==> config.mk <==
export PLATFORM = sky130hd
export DESIGN_NAME = audseq_gen
export DESIGN_NICKNAME = d
export VERILOG_FILES = /design/src/rtl/audseq_pkg.sv /design/src/rtl/audseq_tick.sv /design/src/rtl/audseq_nco.sv /design/src/rtl/audseq_sine.sv /design/src/rtl/audseq_gen.sv
export SDC_FILE = /design/constraint.sdc
export NUM_CORES = 1
export LEC_CHECK = 0
export ABC_AREA = 1
export CORE_AREA = 8 8 143 145
export DETAILED_ROUTE_END_ITERATION = 7
export DIE_AREA = 0 0 151 153
export HOLD_SLACK_MARGIN = 0.08
export PLACE_DENSITY = 0.81
export SLEW_MARGIN = 20
export SYNTH_ARGS = -nofsm -noshare
export SYNTH_HDL_FRONTEND = slang
export SYNTH_SLANG_ARGS = --single-unit
==> constraint.sdc <==
create_clock -name clk -period 3.9 [get_ports clk]
set_input_delay 0.78 -clock clk [delete_from_list [all_inputs] [get_ports clk]]
set_output_delay 0.78 -clock clk [all_outputs]
set_load 0.1 [all_outputs]
==> src/rtl/audseq_pkg.sv <==
package audseq_pkg;

    typedef enum logic [2:0] {
        ST_IDLE,
        ST_LEAD,
        ST_TONE,
        ST_SWEEP,
        ST_TAIL
    } seq_state_t;

    // Legal successor of each sequencer state
    function automatic seq_state_t seq_succ(input seq_state_t s);
        case (s)
            ST_IDLE:  return ST_LEAD;
            ST_LEAD:  return ST_TONE;
            ST_TONE:  return ST_SWEEP;
            ST_SWEEP: return ST_TAIL;
            default:  return ST_IDLE;
        endcase
    endfunction

endpackage

==> src/rtl/audseq_tick.sv <==
module audseq_tick #(
    parameter int CLKS_PER_SAMPLE = 3125
) (
    input  logic clk,
    input  logic rst_n,
    output logic tick
);
    localparam int DIV_W = (CLKS_PER_SAMPLE > 2) ? $clog2(CLKS_PER_SAMPLE) : 1;
    localparam logic [DIV_W-1:0] DIV_END = DIV_W'(CLKS_PER_SAMPLE - 1);

    logic [DIV_W-1:0] div_q;

    assign tick = (div_q == DIV_END);

    always_ff @(posedge clk) begin
        if (!rst_n)    div_q <= '0;
        else if (tick) div_q <= '0;
        else           div_q <= div_q + 1'b1;
    end
endmodule

==> src/rtl/audseq_nco.sv <==
module audseq_nco #(
    parameter int PHASE_W = 32,
    parameter int IDX_W   = 10,
    parameter logic [PHASE_W-1:0] RAMP_STEP = '0
) (
    input  logic               clk,
    input  logic               rst_n,
    input  logic               clr,
    input  logic [PHASE_W-1:0] load_inc,
    input  logic               step,
    input  logic               ramp,
    output logic [IDX_W-1:0]   phase_idx
);
    logic [PHASE_W-1:0] phase_q;
    logic [PHASE_W-1:0] inc_q;

    assign phase_idx = phase_q[PHASE_W-1 -: IDX_W];

    always_ff @(posedge clk) begin
        if (!rst_n) begin
            phase_q <= '0;
            inc_q   <= '0;
        end else if (clr) begin
            phase_q <= '0;
            inc_q   <= load_inc;
        end else if (step) begin
            phase_q <= phase_q + inc_q;
            if (ramp) inc_q <= inc_q + RAMP_STEP;
        end
    end
endmodule

==> src/rtl/audseq_sine.sv <==
module audseq_sine #(
    parameter int SAMPLE_W   = 16,
    parameter int TABLE_BITS = 8
) (
    input  logic [TABLE_BITS+1:0]       phase_idx,
    output logic signed [SAMPLE_W-1:0]  sine
);
    localparam int    QN  = 1 << TABLE_BITS;
    localparam real   PI  = 3.14159265358979323846;
    localparam real   AMP = real'((1 << (SAMPLE_W - 1)) - 1);

    // Quarter-wave magnitude at the centre of slot k, Taylor series to x^15
    function automatic int quarter_mag(input int k);
        real x, term, acc;
        x    = (real'(k) + 0.5) * PI / (2.0 * real'(QN));
        term = x;
        acc  = x;
        for (int n = 1; n < 8; n++) begin
            term = -term * x * x / real'((2 * n) * (2 * n + 1));
            acc  = acc + term;
        end
        return $rtoi(AMP * acc + 0.5);
    endfunction

    logic [SAMPLE_W-2:0] qtab [QN];

    for (genvar g = 0; g < QN; g++) begin : g_qtab
        assign qtab[g] = (SAMPLE_W-1)'(quarter_mag(g));
    end

    logic [1:0]              quad;
    logic [TABLE_BITS-1:0]   addr;
    logic signed [SAMPLE_W-1:0] mag;

    always_comb begin
        quad = phase_idx[TABLE_BITS+1:TABLE_BITS];
        addr = quad[0] ? ~phase_idx[TABLE_BITS-1:0] : phase_idx[TABLE_BITS-1:0];
        mag  = signed'({1'b0, qtab[addr]});
        sine = quad[1] ? -mag : mag;
    end
endmodule

==> src/rtl/audseq_gen.sv <==
module audseq_gen
    import audseq_pkg::*;
#(
    parameter int SAMPLE_W        = 16,
    parameter int PHASE_W         = 32,
    parameter int TABLE_BITS      = 8,
    parameter int CLKS_PER_SAMPLE = 3125,
    parameter int LEAD_SAMPLES    = 16000,
    parameter int TONE_SAMPLES    = 64000,
    parameter int SWEEP_SAMPLES   = 96000,
    parameter int TAIL_SAMPLES    = 16000,
    parameter logic [PHASE_W-1:0] TONE_INC        = 32'd59055800,
    parameter logic [PHASE_W-1:0] SWEEP_START_INC = 32'd14763950,
    parameter logic [PHASE_W-1:0] SWEEP_STEP      = 32'd28508
) (
    input  logic                       clk,
    input  logic                       rst_n,
    input  logic                       start_sw,
    output logic signed [SAMPLE_W-1:0] sample_out,
    output logic                       sample_valid,
    output logic                       amp_gain,
    output logic                       amp_shutdown_n
);
    localparam int IDX_W  = TABLE_BITS + 2;
    localparam int MAX_LT = (LEAD_SAMPLES > TONE_SAMPLES) ? LEAD_SAMPLES : TONE_SAMPLES;
    localparam int MAX_ST = (SWEEP_SAMPLES > TAIL_SAMPLES) ? SWEEP_SAMPLES : TAIL_SAMPLES;
    localparam int MAXLEN = (MAX_LT > MAX_ST) ? MAX_LT : MAX_ST;
    localparam int CNT_W  = (MAXLEN > 2) ? $clog2(MAXLEN) : 1;

    seq_state_t state, state_nx;
    logic [CNT_W-1:0] cnt_q;
    logic [CNT_W-1:0] seg_end;
    logic             tick;
    logic             seg_last;
    logic             sw_meta, sw_sync, sw_prev;
    logic             start_edge;
    logic             in_sine;
    logic             nco_clr, nco_step;
    logic [PHASE_W-1:0] nco_load;
    logic [IDX_W-1:0]   phase_idx;
    logic signed [SAMPLE_W-1:0] sine_val;

    audseq_tick #(.CLKS_PER_SAMPLE(CLKS_PER_SAMPLE)) u_tick (
        .clk(clk), .rst_n(rst_n), .tick(tick)
    );

    audseq_nco #(.PHASE_W(PHASE_W), .IDX_W(IDX_W), .RAMP_STEP(SWEEP_STEP)) u_nco (
        .clk(clk), .rst_n(rst_n), .clr(nco_clr), .load_inc(nco_load),
        .step(nco_step), .ramp(state == ST_SWEEP), .phase_idx(phase_idx)
    );

    audseq_sine #(.SAMPLE_W(SAMPLE_W), .TABLE_BITS(TABLE_BITS)) u_sine (
        .phase_idx(phase_idx), .sine(sine_val)
    );

    // Switch synchroniser and edge detect
    always_ff @(posedge clk) begin
        if (!rst_n) begin
            sw_meta <= 1'b0;
            sw_sync <= 1'b0;
            sw_prev <= 1'b0;
        end else begin
            sw_meta <= start_sw;
            sw_sync <= sw_meta;
            sw_prev <= sw_sync;
        end
    end
    assign start_edge = sw_sync & ~sw_prev;

    // Segment length and transition decode
    always_comb begin
        seg_end  = '0;
        state_nx = state;
        unique case (state)
            ST_IDLE:  if (start_edge) state_nx = ST_LEAD;
            ST_LEAD:  seg_end = CNT_W'(LEAD_SAMPLES - 1);
            ST_TONE:  seg_end = CNT_W'(TONE_SAMPLES - 1);
            ST_SWEEP: seg_end = CNT_W'(SWEEP_SAMPLES - 1);
            ST_TAIL:  seg_end = CNT_W'(TAIL_SAMPLES - 1);
        endcase
        seg_last = tick && (state != ST_IDLE) && (cnt_q == seg_end);
        if (seg_last) state_nx = seq_succ(state);
    end

    assign in_sine  = (state == ST_TONE) || (state == ST_SWEEP);
    assign nco_clr  = seg_last;
    assign nco_load = (state == ST_LEAD) ? TONE_INC : SWEEP_START_INC;
    assign nco_step = tick && in_sine && !seg_last;

    // State register and sample counter
    always_ff @(posedge clk) begin
        if (!rst_n) begin
            state <= ST_IDLE;
            cnt_q <= '0;
        end else begin
            state <= state_nx;
            if (state_nx != state)              cnt_q <= '0;
            else if (tick && state != ST_IDLE)  cnt_q <= cnt_q + 1'b1;
        end
    end

    // Outputs
    always_ff @(posedge clk) begin
        if (!rst_n) begin
            sample_out   <= '0;
            sample_valid <= 1'b0;
        end else begin
            sample_valid <= tick;
            if (tick) sample_out <= in_sine ? sine_val : '0;
        end
    end

    assign amp_gain       = 1'b1;
    assign amp_shutdown_n = 1'b1;
endmodule

==> summary.md <==
| Metric | Value |
|---|---|
| Number of global-route vias before repair | 12900 |
| Kind of end point of the critical path | register |
| Yosys warns | 0 |
| Crit path launch type | register |
| Yosys cell types | 65 |
| Post-Syn Area per Cell | 6.05 µm² |
| Commonest cells in the synthesized netlist | nand2_1 (495), nand3_1 (289), inv_1 (164) |
| Design Power | 2.85 mW |
| Via count | 13800 |
| Final setup viols | 0 |
| Tcrit/Tclk final | 94.2% |
| Pwr dens | 231 mW/mm² |
| First-pass GRT wire length | 69200 µm |
| Number of core rows | 50 |
| Critical path required time | 4230 ps |
| Fill count | 1613 |
| Sink Count | 114 |
| Dominant synthesized flop cell | dfxtp_1 |
| Pre-Repair DR Iteration Count | 8 |
| Achievable Freq | 0.272 GHz |
| Worst reg2reg startpoint | u_nco.phase_q[23] |
| GPL Wtd Cong | 1.11 |
| Slew margin rel. | 32.5% |
| Share of the synthesized area in the top cell type | 19.8% |
| # Max-Cap Violations | 0 |
| Post-route setup slack | 226 ps |
| Worst-path maximum fanout | 9 |
| TritonCTS clock tree | done |
| Critical Path Start | u_nco.phase_q[23] |
| Die H | 153 µm |
| Clock Skew | 13.5 ps |
| Initial Utilization | 63.0% |
| FF-to-FF path depth | 20 |
| Hold Buf Count CTS | 0 |
| Status | finished with violations |
| Failing checks | DRC |
| Unrepaired setup endpoints after global routing | false |
| Met2 Track Usage GR | 58.7% |
| Vias per Instance | 6.42 |
| Largest net degree at the start of global routing | 67 |
| Hold wc startpoint | sw_meta |
| Async set or reset register ratio after synthesis | 0% |
| Crit path DAT | 4010 ps |
| Seq cells post-synth | 114 |
| DRC viols | 25 |
| GR Util All Layers | 37.8% |
| Worst-margin pin slew | 1010 ps |
| Synth area leader | dfxtp_1 |
| Core Util, Final | 67.6% |
| CTS root buffer | clkbuf_16 |
| Final hold vios | 0 |
| Layout area overhead | 7.25% |
| Hold Path Class | register to register |
| Clk Latency, worst-skew pair | 440 ps |
| Hold_ws | 413 ps |
| Number of synthesized flops with an enable pin | 0 |
| Core ar. | 0.0183 mm² |
| Most frequent cell after synthesis | nand2_1 |
| I/O Pins | 22 |
| Post-Syn Area | 0.0115 mm² |
| Most used routing layer | met2 |
| Share of cells above drive strength 1 | 8.43% |
| Post-Route WL | 44000 µm |
| CTS Buf Count | 17 |
| Critical path class | register to register |
| HPWL Detailed | 31100 µm |
| Worst slack, placed | 290 ps |
| Setup TNS | 0 ps |
| Pleak | 5.76 nW |
| Antenna violations before repair | 1 |
| H-tree depth | 4 |
| Most used cell along the critical path | nand3_1 |
| Chip width | 151 µm |
| Largest cells by area after synthesis | dfxtp_1 (20%), nand2_1 (16%), nand3_1 (13%) |
| Die area | 0.0231 mm² |
| Peak VDD IR | 0.000319 V |
| Worst-path cell chain | inv_1 -> nand2_1 -> nand2_2 -> ha_1 -> nand3_1 -> nand3_1 -> nand3_1 -> nand3_1 -> nand3_1 -> nand3_1 -> nand2_1 -> inv_1 -> ha_1 -> nand3_1 -> nor2_1 -> nor2_2 -> nor2_4 -> nand4_1 -> nand3_1 -> nand2_1 |
| Synthesized instance count | 1904 |
| Post-DR wirelength/cell | 20.5 µm |
| Antenna Nets Post-Route | 0 |
| Reg clk slew, reported paths | 70 ps |
| Fin nets | 1959 |
| Clock Tree Buf Depth | 2 |
| # diodes | 0 |
| Crit-path slowest cell | nand3_1 |
| Max Slew Vio Count | 0 |
| Cell depth of the worst min-delay path | 2 |
| CP max stage delay | 530 ps |
| R2r setup slk | 230 ps |
| Min Tclk post-route | 3670 ps |
| Met3 usage | 9.51% |
| Port Buffer Count | 19 |
| DR iter-0 viols | 2152 |
| Overflow after GRT | 0 |
| Register area share after synthesis | 19.8% |
| Grt met1 use | 44.9% |
per-layer routing:
metal,vias to the layer above,share of wire (%)
li1,6361,-
met5,-,0.032
met1,6159,36
met2,978,44
met3,266,12
met4,2,7.5
timing repair:
action                     in CTS  in global routing
setup endpoints to repair       0                  7
resized for setup               0                  3
buffers inserted                0                  0
state kept, by name, indices dropped and copies added (netlist names):
register and count:
u_nco.inc_q 31, sw_prev 1, u_tick.div_q 12, u_nco.phase_q 31
cnt_q 17, state 3, sample_out 16, sample_valid 1
sw_sync 1, sw_meta 1
final timing paths:
| path | end |
|---|---|
| worst min register to register | sw_sync |
| worst max register to register | sample_out[12] |
| worst max-delay path | sample_out[12] |
| worst min-delay path | sw_sync |
layout by cell type (no fill, tap or decap), types with 10 or more instances in the layout:
cell type / count
xor2_1: 42
nor3_1: 29
o21ai_0: 108
nand2_2: 23
nand4_1: 31
dfxtp_1: 113
inv_1: 164
clkbuf_16: 17
o211ai_1: 14
clkdlybuf4s50_1: 19
a21oi_1: 130
xnor2_1: 15
nor2_2: 12
ha_1: 59
nor2_1: 146
o21ai_1: 19
buf_4: 36
nand2_1: 494
inv_2: 19
nand3_1: 288
a31oi_1: 10
stage by stage:
stage | std cells | area, µm²
2_1_floorplan | 1905 | 11500
3_3_place_gp | 2112 | 11700
3_5_place_dp | 2112 | 11700
4_1_cts | 2144 | 12300
5_1_grt | 2144 | 12300
6_report | 2144 | 12300
where the power goes:
group / internal (mW) / switching [mW]
combinational: 0.0208 / 0.0540
clock: 0.909 / 0.695
sequential: 1.17 / 0.00294
area by class of cell:
class                      count  area (µm²)  share of cell area, %
tap                          234         293                   2.37
sequential                   114        2280                   18.5
multi-input combinational   1521        7980                   64.6
inverter                     186         703                   5.70
clock buffer                  17         425                   3.45
timing repair buffer          57         500                   4.05
clock inverter                15         164                   1.33
critical path: cells and delay by family (launching register included):
family                     cells  cell delay [ps]
adders and majority gates      2              550
buffers and inverters          2              290
and+or+nand+nor               16             2350
DFF                            1              370
logic make-up (layout without fill, tap and decap cells):
logic type               Yosys count  count (layout)  share of synthesized area (%)
other                              1               2                         0.0326
buffers and inverters            270             275                           11.0
adder cells (fa/ha/maj)           59              59                           6.41
XOR/XNOR                          60              60                           4.86
AO/OA/AOI/OAI                    329             329                           16.0
AND/OR/NAND/NOR                 1071            1071                           41.9
flip-flops                       114             114                           19.8
(Power assumes the default switching activity.)
